## src/rtl/bft_pkg.sv

```systemverilog
package bft_pkg;
   localparam int DATA_W     = 8;
   localparam int ADDR_W     = 3;
   localparam int FILL_TAIL  = 3;
   localparam int FRAME_BITS = 1 + DATA_W + ADDR_W + 1 + FILL_TAIL;

   typedef struct packed {
      logic              odd_par;
      logic [ADDR_W-1:0] addr;
      logic [DATA_W-1:0] data;
   } tx_word_t;

   localparam int WORD_W = $bits(tx_word_t);

   typedef enum logic [1:0] {
      ST_IDLE = 2'd0,
      ST_SEND = 2'd1,
      ST_GAP  = 2'd2
   } tx_state_e;
endpackage

```

## src/rtl/bft_ctl_regs.sv

```systemverilog
module bft_ctl_regs
   import bft_pkg::*;
#(
   parameter int FILL_W = 8
) (
   input  logic                clk,
   input  logic                rst_n,
   input  logic                ctl_wr,
   input  logic [ADDR_W:0]     ctl_wdata,
   input  logic                fill_wr,
   input  logic [FILL_W-1:0]   fill_wdata,
   input  logic [DATA_W-1:0]   data_wdata,
   output tx_word_t            word,
   output logic [FILL_W-1:0]   fill_q
);
   logic [ADDR_W:0] ctl_q;

   generate
      if (FILL_W < 1) begin : g_bad_fill
         $error("bft_ctl_regs: FILL_W must be at least 1");
      end
   endgenerate

   always_ff @(posedge clk) begin
      if (!rst_n) begin
         ctl_q  <= '0;
         fill_q <= '1;
      end else begin
         if (ctl_wr)  ctl_q  <= ctl_wdata;
         if (fill_wr) fill_q <= fill_wdata;
      end
   end

   // the word takes the register value from before this cycle's control write
   always_comb begin
      word.odd_par = ctl_q[ADDR_W];
      word.addr    = ctl_q[ADDR_W-1:0];
      word.data    = data_wdata;
   end
endmodule

```

## src/rtl/bft_fifo.sv

```systemverilog
module bft_fifo #(
   parameter int WIDTH = 12,
   parameter int DEPTH = 4
) (
   input  logic             clk,
   input  logic             rst_n,
   input  logic             push,
   input  logic [WIDTH-1:0] wdata,
   input  logic             pop,
   output logic [WIDTH-1:0] rdata,
   output logic             full,
   output logic             empty,
   output logic             overflow
);
   localparam int  PTR_W   = (DEPTH > 1) ? $clog2(DEPTH) : 1;
   localparam int  CNT_W   = $clog2(DEPTH + 1);
   localparam bit  IS_POW2 = (DEPTH & (DEPTH - 1)) == 0;

   logic [WIDTH-1:0] mem [DEPTH];
   logic [PTR_W-1:0] wr_ptr, rd_ptr, wr_nxt, rd_nxt;
   logic [CNT_W-1:0] count;
   logic             push_ok, pop_ok;

   generate
      if (DEPTH < 2) begin : g_bad_depth
         $error("bft_fifo: DEPTH must be at least 2");
      end
      if (IS_POW2) begin : g_wrap_pow2
         assign wr_nxt = wr_ptr + 1'b1;
         assign rd_nxt = rd_ptr + 1'b1;
      end else begin : g_wrap_cmp
         assign wr_nxt = (wr_ptr == PTR_W'(DEPTH - 1)) ? '0 : wr_ptr + 1'b1;
         assign rd_nxt = (rd_ptr == PTR_W'(DEPTH - 1)) ? '0 : rd_ptr + 1'b1;
      end
   endgenerate

   assign full    = (count == CNT_W'(DEPTH));
   assign empty   = (count == '0);
   assign push_ok = push && !full;
   assign pop_ok  = pop && !empty;
   assign rdata   = mem[rd_ptr];

   always_ff @(posedge clk) begin
      if (push_ok) mem[wr_ptr] <= wdata;
   end

   always_ff @(posedge clk) begin
      if (!rst_n) begin
         wr_ptr   <= '0;
         rd_ptr   <= '0;
         count    <= '0;
         overflow <= 1'b0;
      end else begin
         if (push_ok) wr_ptr <= wr_nxt;
         if (pop_ok)  rd_ptr <= rd_nxt;
         case ({push_ok, pop_ok})
            2'b10:   count <= count + 1'b1;
            2'b01:   count <= count - 1'b1;
            default: count <= count;
         endcase
         if (push && full) overflow <= 1'b1;
      end
   end


   full_empty_excl_chk: assert property (@(posedge clk) disable iff (!rst_n)
      !(full && empty));

   no_empty_pop_chk: assert property (@(posedge clk) disable iff (!rst_n)
      pop |-> !empty);

   drop_on_full_chk: assert property (@(posedge clk) disable iff (!rst_n)
      (push && full && !pop) |=> full);

   overflow_sticky_chk: assert property (@(posedge clk) disable iff (!rst_n)
      overflow |=> overflow);
endmodule

```

## src/rtl/bft_serializer.sv

```systemverilog
module bft_serializer
   import bft_pkg::*;
#(
   parameter int              HALF_CLKS = 4,
   parameter int              FILL_W    = 8,
   parameter int              SYNC_W    = 4,
   parameter logic [SYNC_W-1:0] SYNC_PAT = 4'b1110
) (
   input  logic              clk,
   input  logic              rst_n,
   input  tx_word_t          head,
   input  logic              fifo_empty,
   input  logic [FILL_W-1:0] fill_q,
   input  logic              inv,
   output logic              pop,
   output logic              busy,
   output logic              line
);
   localparam int HC_W      = (HALF_CLKS > 1) ? $clog2(HALF_CLKS) : 1;
   localparam int LEN       = SYNC_W + FRAME_BITS;
   localparam int LEN_W     = $clog2(LEN);
   localparam int IDX_W     = (FILL_W > LEN_W) ? FILL_W : LEN_W;
   localparam int START_POS = FRAME_BITS - 1;
   localparam int ADDR_TOP  = START_POS - 1 - DATA_W;

   tx_state_e         state;
   logic [LEN-1:0]    sh_q;
   logic [IDX_W-1:0]  idx;
   logic [FILL_W-1:0] gap_len;
   logic [HC_W-1:0]   hcnt;
   logic              phase;

   logic [FRAME_BITS-1:0] frame_d;
   logic [FILL_W-1:0]     fill_n;
   logic cell_end, last_cell, gap_last, start_frame, cur_bit, enc;

   generate
      if (HALF_CLKS < 1) begin : g_bad_half
         $error("bft_serializer: HALF_CLKS must be at least 1");
      end
      if (SYNC_W < 1 || SYNC_W > 16) begin : g_bad_sync
         $error("bft_serializer: SYNC_W must be within 1..16");
      end
   endgenerate

   // frame image, most significant position sent first
   always_comb begin
      frame_d            = '0;
      frame_d[START_POS] = 1'b1;
      for (int i = 0; i < DATA_W; i++) frame_d[START_POS-1-i] = head.data[i];
      for (int j = 0; j < ADDR_W; j++) frame_d[ADDR_TOP-j]    = head.addr[j];
      frame_d[FILL_TAIL] = (^{1'b1, head.addr, head.data}) ^ head.odd_par;
   end

   assign fill_n    = ~fill_q;
   assign cell_end  = phase && (hcnt == HC_W'(HALF_CLKS - 1));
   assign last_cell = (idx == IDX_W'(LEN - 1));
   assign gap_last  = ((idx + 1'b1) == IDX_W'(gap_len));

   always_comb begin
      start_frame = 1'b0;
      if (state == ST_IDLE) begin
         start_frame = !fifo_empty;
      end else if (cell_end) begin
         if (state == ST_SEND && last_cell && !fifo_empty && fill_n == '0)
            start_frame = 1'b1;
         if (state == ST_GAP && gap_last)
            start_frame = !fifo_empty;
      end
   end

   assign pop     = start_frame;
   assign busy    = (state != ST_IDLE);
   assign cur_bit = (state == ST_SEND) ? sh_q[LEN-1] : 1'b0;
   assign enc     = phase ? cur_bit : ~cur_bit;
   assign line    = (busy ? enc : 1'b0) ^ inv;

   always_ff @(posedge clk) begin
      if (!rst_n) begin
         state   <= ST_IDLE;
         sh_q    <= '0;
         idx     <= '0;
         gap_len <= '0;
         hcnt    <= '0;
         phase   <= 1'b0;
      end else begin
         if (state != ST_IDLE) begin
            if (hcnt == HC_W'(HALF_CLKS - 1)) begin
               hcnt  <= '0;
               phase <= ~phase;
            end else begin
               hcnt <= hcnt + 1'b1;
            end
         end
         if (start_frame) begin
            state <= ST_SEND;
            sh_q  <= {SYNC_PAT, frame_d};
            idx   <= '0;
            hcnt  <= '0;
            phase <= 1'b0;
         end else if (cell_end) begin
            case (state)
               ST_SEND: begin
                  if (last_cell) begin
                     if (fifo_empty) begin
                        state <= ST_IDLE;
                     end else begin
                        state   <= ST_GAP;
                        gap_len <= fill_n;
                        idx     <= '0;
                     end
                  end else begin
                     idx  <= idx + 1'b1;
                     sh_q <= {sh_q[LEN-2:0], 1'b0};
                  end
               end
               ST_GAP: begin
                  if (gap_last) state <= ST_IDLE;
                  else          idx   <= idx + 1'b1;
               end
               default: state <= ST_IDLE;
            endcase
         end
      end
   end


   mid_cell_flip_chk: assert property (@(posedge clk) disable iff (!rst_n)
      (busy && !phase && hcnt == HC_W'(HALF_CLKS - 1)) |=> ((line ^ inv) != $past(line ^ inv)));

   pop_starts_chk: assert property (@(posedge clk) disable iff (!rst_n)
      pop |=> busy);

   busy_holds_midcell_chk: assert property (@(posedge clk) disable iff (!rst_n)
      (busy && !cell_end) |=> busy);

   gap_zero_chk: assert property (@(posedge clk) disable iff (!rst_n)
      (state == ST_GAP) |-> ((line ^ inv) == !phase));
endmodule

```

## src/rtl/biph_frame_tx.sv

```systemverilog
module biph_frame_tx
   import bft_pkg::*;
#(
   parameter int                HALF_CLKS  = 4,
   parameter int                FIFO_DEPTH = 4,
   parameter int                FILL_W     = 8,
   parameter int                SYNC_W     = 4,
   parameter logic [SYNC_W-1:0] SYNC_PAT   = 4'b1110
) (
   input  logic              clk,
   input  logic              rst_n,
   input  logic              ctl_wr,
   input  logic [ADDR_W:0]   ctl_wdata,
   input  logic              fill_wr,
   input  logic [FILL_W-1:0] fill_wdata,
   input  logic              data_wr,
   input  logic [DATA_W-1:0] data_wdata,
   input  logic              tx_inv,
   output logic              tx_line,
   output logic              tx_busy,
   output logic              fifo_full,
   output logic              fifo_empty,
   output logic              fifo_ovf
);
   tx_word_t          wr_word, head_word;
   logic [WORD_W-1:0] head_bits;
   logic [FILL_W-1:0] fill_q;
   logic              pop;

   bft_ctl_regs #(.FILL_W(FILL_W)) u_regs (
      .clk        (clk),
      .rst_n      (rst_n),
      .ctl_wr     (ctl_wr),
      .ctl_wdata  (ctl_wdata),
      .fill_wr    (fill_wr),
      .fill_wdata (fill_wdata),
      .data_wdata (data_wdata),
      .word       (wr_word),
      .fill_q     (fill_q)
   );

   bft_fifo #(.WIDTH(WORD_W), .DEPTH(FIFO_DEPTH)) u_fifo (
      .clk      (clk),
      .rst_n    (rst_n),
      .push     (data_wr),
      .wdata    (wr_word),
      .pop      (pop),
      .rdata    (head_bits),
      .full     (fifo_full),
      .empty    (fifo_empty),
      .overflow (fifo_ovf)
   );

   assign head_word = tx_word_t'(head_bits);

   bft_serializer #(
      .HALF_CLKS (HALF_CLKS),
      .FILL_W    (FILL_W),
      .SYNC_W    (SYNC_W),
      .SYNC_PAT  (SYNC_PAT)
   ) u_ser (
      .clk        (clk),
      .rst_n      (rst_n),
      .head       (head_word),
      .fifo_empty (fifo_empty),
      .fill_q     (fill_q),
      .inv        (tx_inv),
      .pop        (pop),
      .busy       (tx_busy),
      .line       (tx_line)
   );
endmodule

```

## config.mk

```make
export PLATFORM = sky130hd
export DESIGN_NAME = biph_frame_tx
export DESIGN_NICKNAME = d
export VERILOG_FILES = /design/src/rtl/bft_pkg.sv /design/src/rtl/bft_ctl_regs.sv /design/src/rtl/bft_fifo.sv /design/src/rtl/bft_serializer.sv /design/src/rtl/biph_frame_tx.sv
export SDC_FILE = /design/constraint.sdc
export NUM_CORES = 1
export LEC_CHECK = 0
export ABC_AREA = 1
export ABC_CLOCK_PERIOD_IN_PS = 3410
export BUFFER_PORTS_ARGS = -buffer_cell sky130_fd_sc_hd__buf_4
export CAP_MARGIN = 15
export CORE_UTILIZATION = 40
export DETAILED_ROUTE_END_ITERATION = 6
export SLEW_MARGIN = 20
export SYNTH_ARGS = -nofsm -noshare
export SYNTH_HDL_FRONTEND = slang
export SYNTH_SLANG_ARGS = --single-unit
export TNS_END_PERCENT = 10
```

## constraint.sdc

```tcl
create_clock -name clk -period 3.41 [get_ports clk]
set_input_delay 0.682 -clock clk [delete_from_list [all_inputs] [get_ports clk]]
set_output_delay 0.682 -clock clk [all_outputs]
set_load 0.05 [all_outputs]
```

==> results of run 1 <==
## layout by cell type, fill, tap and decap left out, drive strengths merged, types with 6 or more instances in the layout
cell type	synthesis	layout
o21ai	35	35
ha	7	7
nand2	163	163
nor3	7	7
buf	14	38
nand3	68	68
xnor2	7	7
a21oi	54	54
xor2	6	6
dfxtp	60	60
inv	58	61
edfxtp	48	48
clkbuf	8	10
nor2	40	40
## area by class of cell
class,instances,area [um^2]
Inverter,60,230
Clock inverter,6,56.3
Multi-Input combinational cell,399,1930
Timing Repair Buffer,38,285
Tap cell,147,184
Clock buffer,10,229
Fill cell,1174,6450
Sequential cell,108,2640
## worst register-to-register path: stages (launching register included)
cell and delay (ps):
dfxtp_2 410, ha_1 250, nand3_2 130, o21ai_1 200, nand2_1 90, nand2_1 60, nand2_1 50, nor2_2 120
nand4_1 90, nand2_1 70, nand2_1 90, nand2_4 160, nand2_4 80, clkinv_4 70, ha_1 130, inv_1 60
fa_1 370, a21oi_1 150, o21ai_0 130, o21ai_0 170, a21oi_1 60
## per-stage QoR
step | area [um^2] | total power, mW | worst slack, ps
finish | 5560 | 4.09 | 353
floorplan | 4920 | 2.83 | 299
global route | 5560 | 4.40 | 21.7
CTS | 5550 | 4.13 | 181
global placement | 5260 | 3.08 | 358
detailed placement | 5260 | 3.12 | 198
## cells by family after synthesis
kind of cell / Yosys count / synth area share [%]
buf+inv: 82 / 7.30
xor+xnor: 13 / 2.31
simple gates: 284 / 24.6
flops: 108 / 53.7
compound gates: 94 / 9.87
fa+ha+maj: 8 / 2.19
## report_power, final
part / switching (mW) / internal (mW) / leakage, nW
sequential: 0.0938 / 1.55 / 0.936
combinational: 0.939 / 0.508 / 1.20
clock: 0.488 / 0.511 / 0.137
## cell usage after synthesis, types with 2 or more instances
master / instances
xnor2_1: 7
buf_6: 3
dfxtp_1: 60
inv_1: 57
nand2_1: 158
nor3_1: 6
edfxtp_1: 48
ha_1: 7
nor4_1: 2
o21ai_0: 34
buf_1: 2
nand4_1: 3
a31oi_1: 4
buf_2: 4
nor2_1: 37
nor2_2: 3
xor2_1: 6
nand2_2: 4
buf_4: 5
nand3_1: 67
a21oi_1: 52
a21oi_2: 2
clkbuf_1: 8
## routing by layer
layer	wire, um	GRT usage [%]
met5	0	0
met4	209	7.72
met3	295	4.39
met2	4710	27.3
met1	4400	19.4
## registers in the layout, summed over array words and instances, names as in the netlist, 2 cells and up, named ones only
name and flops:
u_ser.hcnt 2, u_ser.sh_q 17, u_fifo.count 3, u_ser.gap_len 8, u_ser.state 2, u_fifo.mem 48, u_fifo.rd_ptr 2, u_regs.fill_q 8
u_ser.idx 8, u_fifo.wr_ptr 2, u_regs.ctl_q 4
## path summary, 6_finish.rpt
path / from / to / slack, ps / cells after the start
setup reg to reg: u_ser.idx[0] / u_fifo.count[2] / 350 / 20
hold reg to reg: u_fifo.overflow / u_fifo.overflow / 450 / 2
setup / recovery: u_ser.idx[0] / u_fifo.count[2] / 350 / 20
hold / removal: u_fifo.overflow / u_fifo.overflow / 450 / 2
## timing repair
| item | in CTS | in global routing |
|---|---|---|
| hold buffers | 0 | 0 |
| gates resized for setup | 0 | 3 |
| setup endpoints to repair | 0 | 1 |
==> results.txt, run 1 <==
- Area added between synthesis and finish: 12.9%
- Traced cell by cell, the critical path runs through ha_1, nand3_2, o21ai_1, nand2_1, nand2_1, nand2_1, nor2_2, nand4_1, nand2_1, nand2_1, nand2_4, nand2_4, clkinv_4, ha_1, inv_1, fa_1, a21oi_1, o21ai_0, o21ai_0, a21oi_1.
- The die covers 0.0127 mm^2.
- The worst-case IR drop observed on VDD is 608 uV.
- When the netlist entered floorplanning its net count stood at 623.
* Biggest area contributors in the synthesized netlist: edfxtp_1 (29%), dfxtp_1 (24%), nand2_1 (12%)
- For the final database, setup skew stands at 5.16 ps.
- Ratio of total power to cell area: 735 mW/mm^2
- Die span in y: 113 um
* H-Tree Level Count: 3
- Distinct cell type count after synthesis: 33
* Routed length per instance: 12.5 um
- For this run, the number of Yosys warnings is 0.
- Proportion of layout cells with a drive suffix above 1: 11.1%
- Buffers placed on the I/O ports in this run total 30.
- Largest incremental delay on the critical path: 410 ps
- In this run, synthesis produced a sequential element count of 108.
* Root Buffer Master: clkbuf_16
- CTS buffer count: 9
- Upper clock frequency limit: 0.327 GHz
- Required time worst endpoint: 3650 ps
- Mean area per synthesized cell: 8.35 um^2
- Clock latency on the worst-skew pair, taken at its later pin, is 350 ps.
- Final number of setup-violating endpoints: 0
- Cell Area, Synth: 0.00492 mm^2
* Via count: 3848
- At the end of routability-driven placement, the weighted congestion stood at 0.882.
* Peak fanout along the critical path: 13
* Number of antenna violations at the first check in global routing: 0
- After detailed routing, the number of remaining DRC violations is 0.
* Fraction of the core area covered by cells at the end of the flow: 46.3%
- On the critical path the largest part of the delay comes from simple AND/OR/NAND/NOR gates.
- The worst path uses 89.6% of the clock period.
* Ys async rst share: 0%
- Setup repair after global routing left no endpoint under its margin.
- Sum of overflow across all layers after global routing: 0
* Final number of hold-violating endpoints: 0
* Global-route wire length before repair: 16300 um
- Class of the tightest hold or removal check: flip-flop to flip-flop
- In the global route stage, overall resource usage came out at 16.3%.
- Summed over all cells, the static leakage comes to 2.28 nW.
- Headroom to the max-slew limit came out at 50.8%.
* Critical Path Most Common Cell: nand2_1
- Main synth FF type: dfxtp_1
- Accumulated negative setup slack: 0 ps
- The repair_antennas step left the layout with diodes totalling 0.
- DRT Pass-1 Iters: 4
* Total core area: 0.0120 mm^2
* Via density per instance: 5.01
- The flow ran to the end, and the final reports show no timing, DRC or antenna violations.
* Number of buffers on the longest clock path: 2
- The number of buffers and inverters on the critical path is 2.
- Clk slew on worst S/H paths: 70 ps
* Cell accounting for the most synthesized area: edfxtp_1
- Die Width: 113 um
* Crit Path Class: flip-flop to flip-flop
* Net count reported at finish: 650
- Row generation in the floorplan step produced 40 rows.
- Slew @ Worst Pin: 737 ps
* Count of mapped cells out of synthesis: 589
- The count of nets left with antenna violations once routing finished came out at 0.
- Final-layout worst hold slack: 452 ps
- TritonCTS built the clock tree.
* Time the final worst path needs with I/O delays and setup: 3060 ps
- Initial Utilization: 41.0%
- Cell type of the slowest stage on the worst timing path: dfxtp_2
* Top Ports: 31
- For this block, the routed nets add up to 9610 um of wire.
- At the worst endpoint, the arrival time is 3300 ps.
* Initial DRC count: 233
- Max cap viols: 0
* Kind of launch point of the worst setup path: flip-flop
* Buffer count from post-CTS setup fixing: 0
* Largest net degree at the start of global routing: 31
* Total number of clock tree sinks: 108
* Fin cells: 768
- Number of placed instances, taps included: 752
- Crit end category: flip-flop
- Slew Limit Fails: 0
- Summed over its instances, the top area cell type makes up 29.3% of the synthesized netlist area.
- The HPWL after detailed placement is 6530 um.
- Number of synthesized flops with an enable pin: 48
- Share of synthesized area occupied by flip-flops and latches: 53.7%
* Via count of the first global-routing pass: 3586
Note: power is estimated with default switching activity, not from simulation.
==> run 2, diff against run 1 <==
- GPL_TIMING_DRIVEN: default -> 0
==> results.txt, run 2 (synthesis gave the netlist of run 1 again) <==
- Total core area: 0.0120 mm^2
- Time the final worst path needs with I/O delays and setup: 3050 ps
* Final Routed Wirelength: 9870 um
* Critical path buffer and inverter count: 5
- Using the TritonRoute via totals, the vias-per-cell ratio works out to 4.89.
- In the final layout, the registers with the most flip-flops are u_fifo.mem: 48 flops, u_ser.sh_q: 17 flops.
* Flip-flop count of the largest register, all copies and words added: 48
- Root Buffer Master: clkbuf_16
* Final worst path period share: 89.5%
- The flow ran to the end, and the final reports show no timing, DRC or antenna violations.
- The largest single stage delay on the critical path is 400 ps.
* Routed length per instance: 12.6 um
- The floorplan has 40 rows.
- Based on the critical path, the design can be clocked at up to 0.327 GHz.
- The die is 113 um tall.
- Area added between synthesis and finish: 14.6%
* Family with the most delay on the worst path: simple AND/OR/NAND/NOR gates
* Initial Utilization: 41.0%
- Fraction of the core area covered by cells at the end of the flow: 47.0%
- Largest net degree at the start of global routing: 21
- The largest individual stage delay along the critical path comes from the cell dfxtp_1.
- Summed area of non-filler cells in the final layout: 0.00564 mm^2
- The H-tree generated during clock tree synthesis spans 3 levels.
- Leaving out fill and tap cells, the most frequent cell in the layout is nand2_1.
- Die Width: 113 um
* Top Ports: 31
* Via count: 3819
* Largest register by flop count: u_fifo.mem
- Hold buffer count at CTS: 0
- The first detailed-routing pass took 5 iterations.
- Data arrival time of the critical path: 3300 ps
- The finished layout holds 781 standard cells, fillers aside.
* Critical Path Most Common Cell: nand2_1
* Hpwl dp: 7110 um
- TritonCTS built the clock tree.
- In this run the cell area measured after placement is 0.00533 mm^2.
* Clock Skew: 8.75 ps
* Proportion of layout cells with a drive suffix above 1: 12.3%
- The number of antenna diodes in the final layout is 0.
- Class of the tightest hold or removal check: flip-flop to flip-flop
- The net count of the finished layout is 663.
- Accumulated negative setup slack: 0 ps
- In the final layout, the multi-input gates occupy 0.00195 mm^2.
* Ratio of total power to cell area: 737 mW/mm^2
* Overall routing resource usage: 17.0%
- In this run, the number of DRC markers left after iteration 0 of detailed routing was 228.
* Crit Path Class: flip-flop to flip-flop
- Total die area: 0.0127 mm^2
* Crit end category: flip-flop
- Peak fanout along the critical path: 10
* Final number of setup-violating endpoints: 0
* Required time worst endpoint: 3650 ps
- Source-to-sink clock delay at the later pin of the worst-skew pair: 360 ps
* Number of antenna violations at the first check in global routing: 0
- Clk slew on worst S/H paths: 70 ps
- The via count of the first global-routing pass came to 3582.
* Slew margin rel.: 50.9%
* Slew Limit Fails: 0
* Number of placed instances, taps included: 765
* LEAKAGE: 2.30 nW
- For the pin with the worst max-slew slack, the measured transition is 736 ps.
* Cell-by-cell listing of the critical path: buf_2, nand3_1, inv_1, nand2_1, nand2_1, nand2_1, nand2_1, nand2_1, nor2_2, nand4_1, nand2_1, nand2_1, nand2_2, nand2_4, buf_6, clkinv_4, ha_1, inv_1, fa_1, a21oi_1, o21ai_0, o21ai_0, a21oi_1
- Global placement routability congestion: 0.830
- The library cells used most frequently in the layout, excluding fill and tap cells, are nand2_1 (158), nand3_1 (67), dfxtp_1 (59).
- Total number of clock tree sinks: 108
- The first global-routing pass estimated 16900 um of wire.
- Fillers: 1197
* Storage cell area: 0.00264 mm^2
* CTS buffer count: 9
* Remaining routing DRC violations: 0
- The number of endpoints with negative hold slack in the final report came to 0.
* Max IR drop VDD: 401 uV
* Buffer count from post-CTS setup fixing: 0
* IO buf count: 29
- The tool flagged a number of max-cap violations equal to 0.
- In this run the deepest clock path goes through 2 buffers.
* Kind of launch point of the worst setup path: flip-flop
- After global routing the overflow that remains totals 0.
- The count of nets left with antenna violations once routing finished came out at 0.
==> run 2: cell count changes in the layout (fill, tap and decap cells not counted), moves of 2 or more <==
cell      before  now
inv_8          2    0
clkbuf_1       1    8
buf_6          0    3
buf_1          0    2
nor2_2         3    7
inv_6          1    4
buf_2          0    4
buf_4         38   34
nor2_1        37   33
==> run 2: tightest hold or removal path: stages (launching register included) <==
cell and delay (ps):
dfxtp_1 330, inv_1 50, a21oi_1 50
==> run 2: where the power goes <==
part | internal, mW | total (mW) | switching [mW]
logic | 0.544 | 1.51 | 0.966
clock network | 0.512 | 1.01 | 0.494
registers | 1.55 | 1.64 | 0.0938
total | 2.60 | 4.16 | 1.55
==> run 2: final timing paths <==
| path | from | endpoint | slack (ps) | cells after the start |
|---|---|---|---|---|
| setup reg to reg | u_ser.idx[0] | u_fifo.count[2] | 360 | 23 |
| setup / recovery | u_ser.idx[0] | u_fifo.count[2] | 360 | 23 |
| hold / removal | u_ser.gap_len[1] | u_ser.gap_len[1] | 470 | 2 |
| hold reg to reg | u_ser.gap_len[1] | u_ser.gap_len[1] | 470 | 2 |
==> run 2: what timing repair did <==
item | 4_1_cts | 5_1_grt
setup endpoints to repair | 0 | 2
resized for setup | 0 | 4
endpoints found under the hold margin | 0 | 0
==> run 2: through the flow <==
step / power [mW] / hold slack [ps] / setup slack (ps)
final: 4.16 / 472 / 357
after global routing: 4.47 / 488 / -9.06
after CTS: 4.20 / 472 / 154
after detailed placement: 3.19 / 461 / 197
after global placement: 3.14 / 439 / 244
after floorplan: 2.83 / 436 / 299
==> run 2: per-layer routing <==
layer | vias up | GRT usage, % | part of all wire [%]
met5 | - | 0 | 0
met4 | 0 | 6.49 | 1.7
met3 | 12 | 4.07 | 2.8
met2 | 52 | 29.8 | 51
met1 | 1730 | 20.2 | 45
li1 | 2025 | - | -
==> run 2: layout make-up <==
cell class,instances,area share [%]
Buffer,22,2.28
Clock buffer,9,3.99
Sequential cell,108,46.9
Multi-Input combinational cell,399,34.5
Inverter,60,4.08
Clock inverter,7,1.15
Timing Repair Buffer,29,3.86
Tap cell,147,3.26
==> run 3, diff against run 2 <==
- CORE_UTILIZATION: 40 -> 55
- PLACE_DENSITY: default -> 0.73
- SKIP_CTS_REPAIR_TIMING: default -> 1
==> results.txt, run 3 (synthesis gave the netlist of run 1 again) <==
* Final number of setup-violating endpoints: 0
- Final number of hold-violating endpoints: 0
* Initial DRC count: 189
- Dividing total power by cell area gives a power density of 718 mW/mm^2.
- Relative to the synthesized area, the layout overhead comes to 11.9%.
- The critical path contains buffers and inverters numbering 4 combined.
* CTS buffer count: 9
- Entering global routing, the biggest net connects 23 pins.
- Peak fanout along the critical path: 10
- Clock tree synthesis selected as its root buffer the cell clkbuf_8.
- Global-route wire length before repair: 16100 um
- H-Tree Level Count: 3
- Required time worst endpoint: 3680 ps
- Initial Utilization: 56.7%
* RSZ-0062 raised after global routing: no
- Slew Limit Fails: 0
* Number of buffers on the longest clock path: 2
- Cell type of the slowest stage on the worst timing path: dfxtp_1
* Cell-by-cell listing of the critical path: ha_2, nand3_1, nor3_2, inv_1, nor2_1, nand3_1, nand2_1, nand2_1, nand2_2, nand2_4, buf_6, clkinv_4, ha_1, inv_1, fa_1, a21oi_1, o21ai_0, o21ai_0, a21oi_1
- Wire length on met2: 4350 um
- The worst pin sits at a relative slew slack of 50.5%.
- Of the cells placed in the final design, the portion with a size suffix greater than 1 is 12.1%.
- Adding up every negative setup slack in the final design gives 0 ps.
* Clock tree from TritonCTS: built
- The analysis attributes to cell leakage a power of 2.26 nW.
- After routing the design area is 0.00550 mm^2.
* Class of the tightest hold or removal check: flip-flop to flip-flop
* DRT Pass-1 Iters: 4
* DP Area: 0.00528 mm^2
- In the final layout, the registers with the most flip-flops are u_fifo.mem: 48 flops, u_ser.sh_q: 17 flops.
- Once detailed placement completed, the half-perimeter wirelength came to 6770 um.
- Overall routing resource usage: 22.9%
* Top Ports: 31
* Crit path setup slack, layout: 226 ps
- The total area inside the core boundary comes to 0.00868 mm^2.
- Timing would allow up to 0.314 GHz.
- Detailed-route wire length on metal 1: 4640 um
* Global placement routability congestion: 0.823
- Number of placed instances, taps included: 726
- 0 antenna diodes ended up in the layout.
* Die span in y: 96.6 um
- Max IR drop VDD: 444 uV
- At the pin with the least slew margin, the transition time is 742 ps.
- STA classifies the critical path endpoint as a flip-flop.
- Total number of clock tree sinks: 108
- Via density per instance: 5.29
- Clock skew on the completed layout was measured at 19.7 ps.
- Final-layout worst hold slack: 460 ps
- Timing analysis after detailed placement gives a worst setup slack of 169 ps.
- The die is 96.6 um wide.
* Highest signal layer in the routed design: met4
- Remaining number of nets flagged by the antenna check after routing: 0
- Largest register by flop count: u_fifo.mem
* Final Routed Wirelength: 9560 um
* Final worst path period share: 93.4%
- Commonest cells after routing, fill and taps aside: nand2_1 (158), nand3_1 (67), dfxtp_1 (60)
* Sum of overflow across all layers after global routing: 0
- Total die area: 0.00933 mm^2
- Summing over every cut layer, the via total after detailed routing is 3925.
- Most frequent standard cell in the layout excluding fill and tap cells: nand2_1
- The number of antenna violations at the first check in global routing was 0.
- After detailed routing, the number of remaining DRC violations is 0.
- Pwr Total: 3.95 mW
- Via count of the first global-routing pass: 3513
- Summed over all nets, wire length on met3 after detailed routing comes to 465 um.
- Kind of launch point of the worst setup path: flip-flop
- Largest incremental delay on the critical path: 430 ps
- Measured on the finished design, the core utilization comes to 63.4%.
- Source-to-sink clock delay at the later pin of the worst-skew pair: 380 ps
* Routed length per instance: 12.9 um
- Standard-cell row count: 34
* Max cap viols: 0
- The worst path in the final design needs a cycle of 3180 ps, including I/O delays and setup.
- The final layout contains 663 nets.
- Crit Path Class: flip-flop to flip-flop
- Outcome: finished, final reports clean
- Among cell families on the critical path, the largest total delay comes from simple AND/OR/NAND/NOR gates.
- Flip-flop count of the largest register, all copies and words added: 48
- Fin cells: 742
- Data on the critical path arrives at its endpoint at 3450 ps.
- Clock-pin slew was measured on the worst setup and hold paths at 110 ps.
- Input and output buffers added on the ports amount to 29.
-- run 3: changes by cell type in the layout (fill, tap and decap cells not counted) --
cell       change
dfxtp_1        +1
ha_2           +1
clkinv_2       -1
dfxtp_2        -1
clkinv_8       +2
clkbuf_16      -9
inv_8          +2
ha_4           -1
inv_6          -3
clkbuf_8       +9
-- run 3: metal layers --
metal,vias up,track usage (%)
met1,1793,32.5
li1,2027,-
met5,-,0
met3,10,4.54
met2,95,35.3
met4,0,6.99
-- run 3: worst reg2reg max path: stages, from the launching register on --
cell and delay (ps):
dfxtp_1 430, ha_2 260, nand3_1 100, nor3_2 180
inv_1 60, nor2_1 220, nand3_1 140, nand2_1 100
nand2_1 80, nand2_2 120, nand2_4 80, buf_6 150
clkinv_4 60, ha_1 130, inv_1 70, fa_1 370
a21oi_1 140, o21ai_0 130, o21ai_0 180, a21oi_1 60
-- run 3: cell type report --
| type | count | area [um^2] |
|---|---|---|
| inverter | 60 | 230 |
| clock buffer | 9 | 124 |
| clock inverter | 7 | 88.8 |
| sequential | 108 | 2640 |
| multi-input combinational | 399 | 1940 |
| fill | 757 | 3180 |
| buffer | 22 | 129 |
| tap | 108 | 135 |
| timing repair buffer | 29 | 218 |
-- run 3: report_power, final --
part	total [mW]	internal [mW]	switching, mW
Sequential	1.64	1.55	0.0917
Clock	0.793	0.298	0.495
Combinational	1.52	0.544	0.974
-- run 3: final timing paths --
kind,from,to,slack [ps],cells after the start
max,u_ser.idx[1],u_fifo.count[2],230,19
min,u_fifo.overflow,u_fifo.overflow,460,2
max reg2reg,u_ser.idx[1],u_fifo.count[2],230,19
min reg2reg,u_fifo.overflow,u_fifo.overflow,460,2
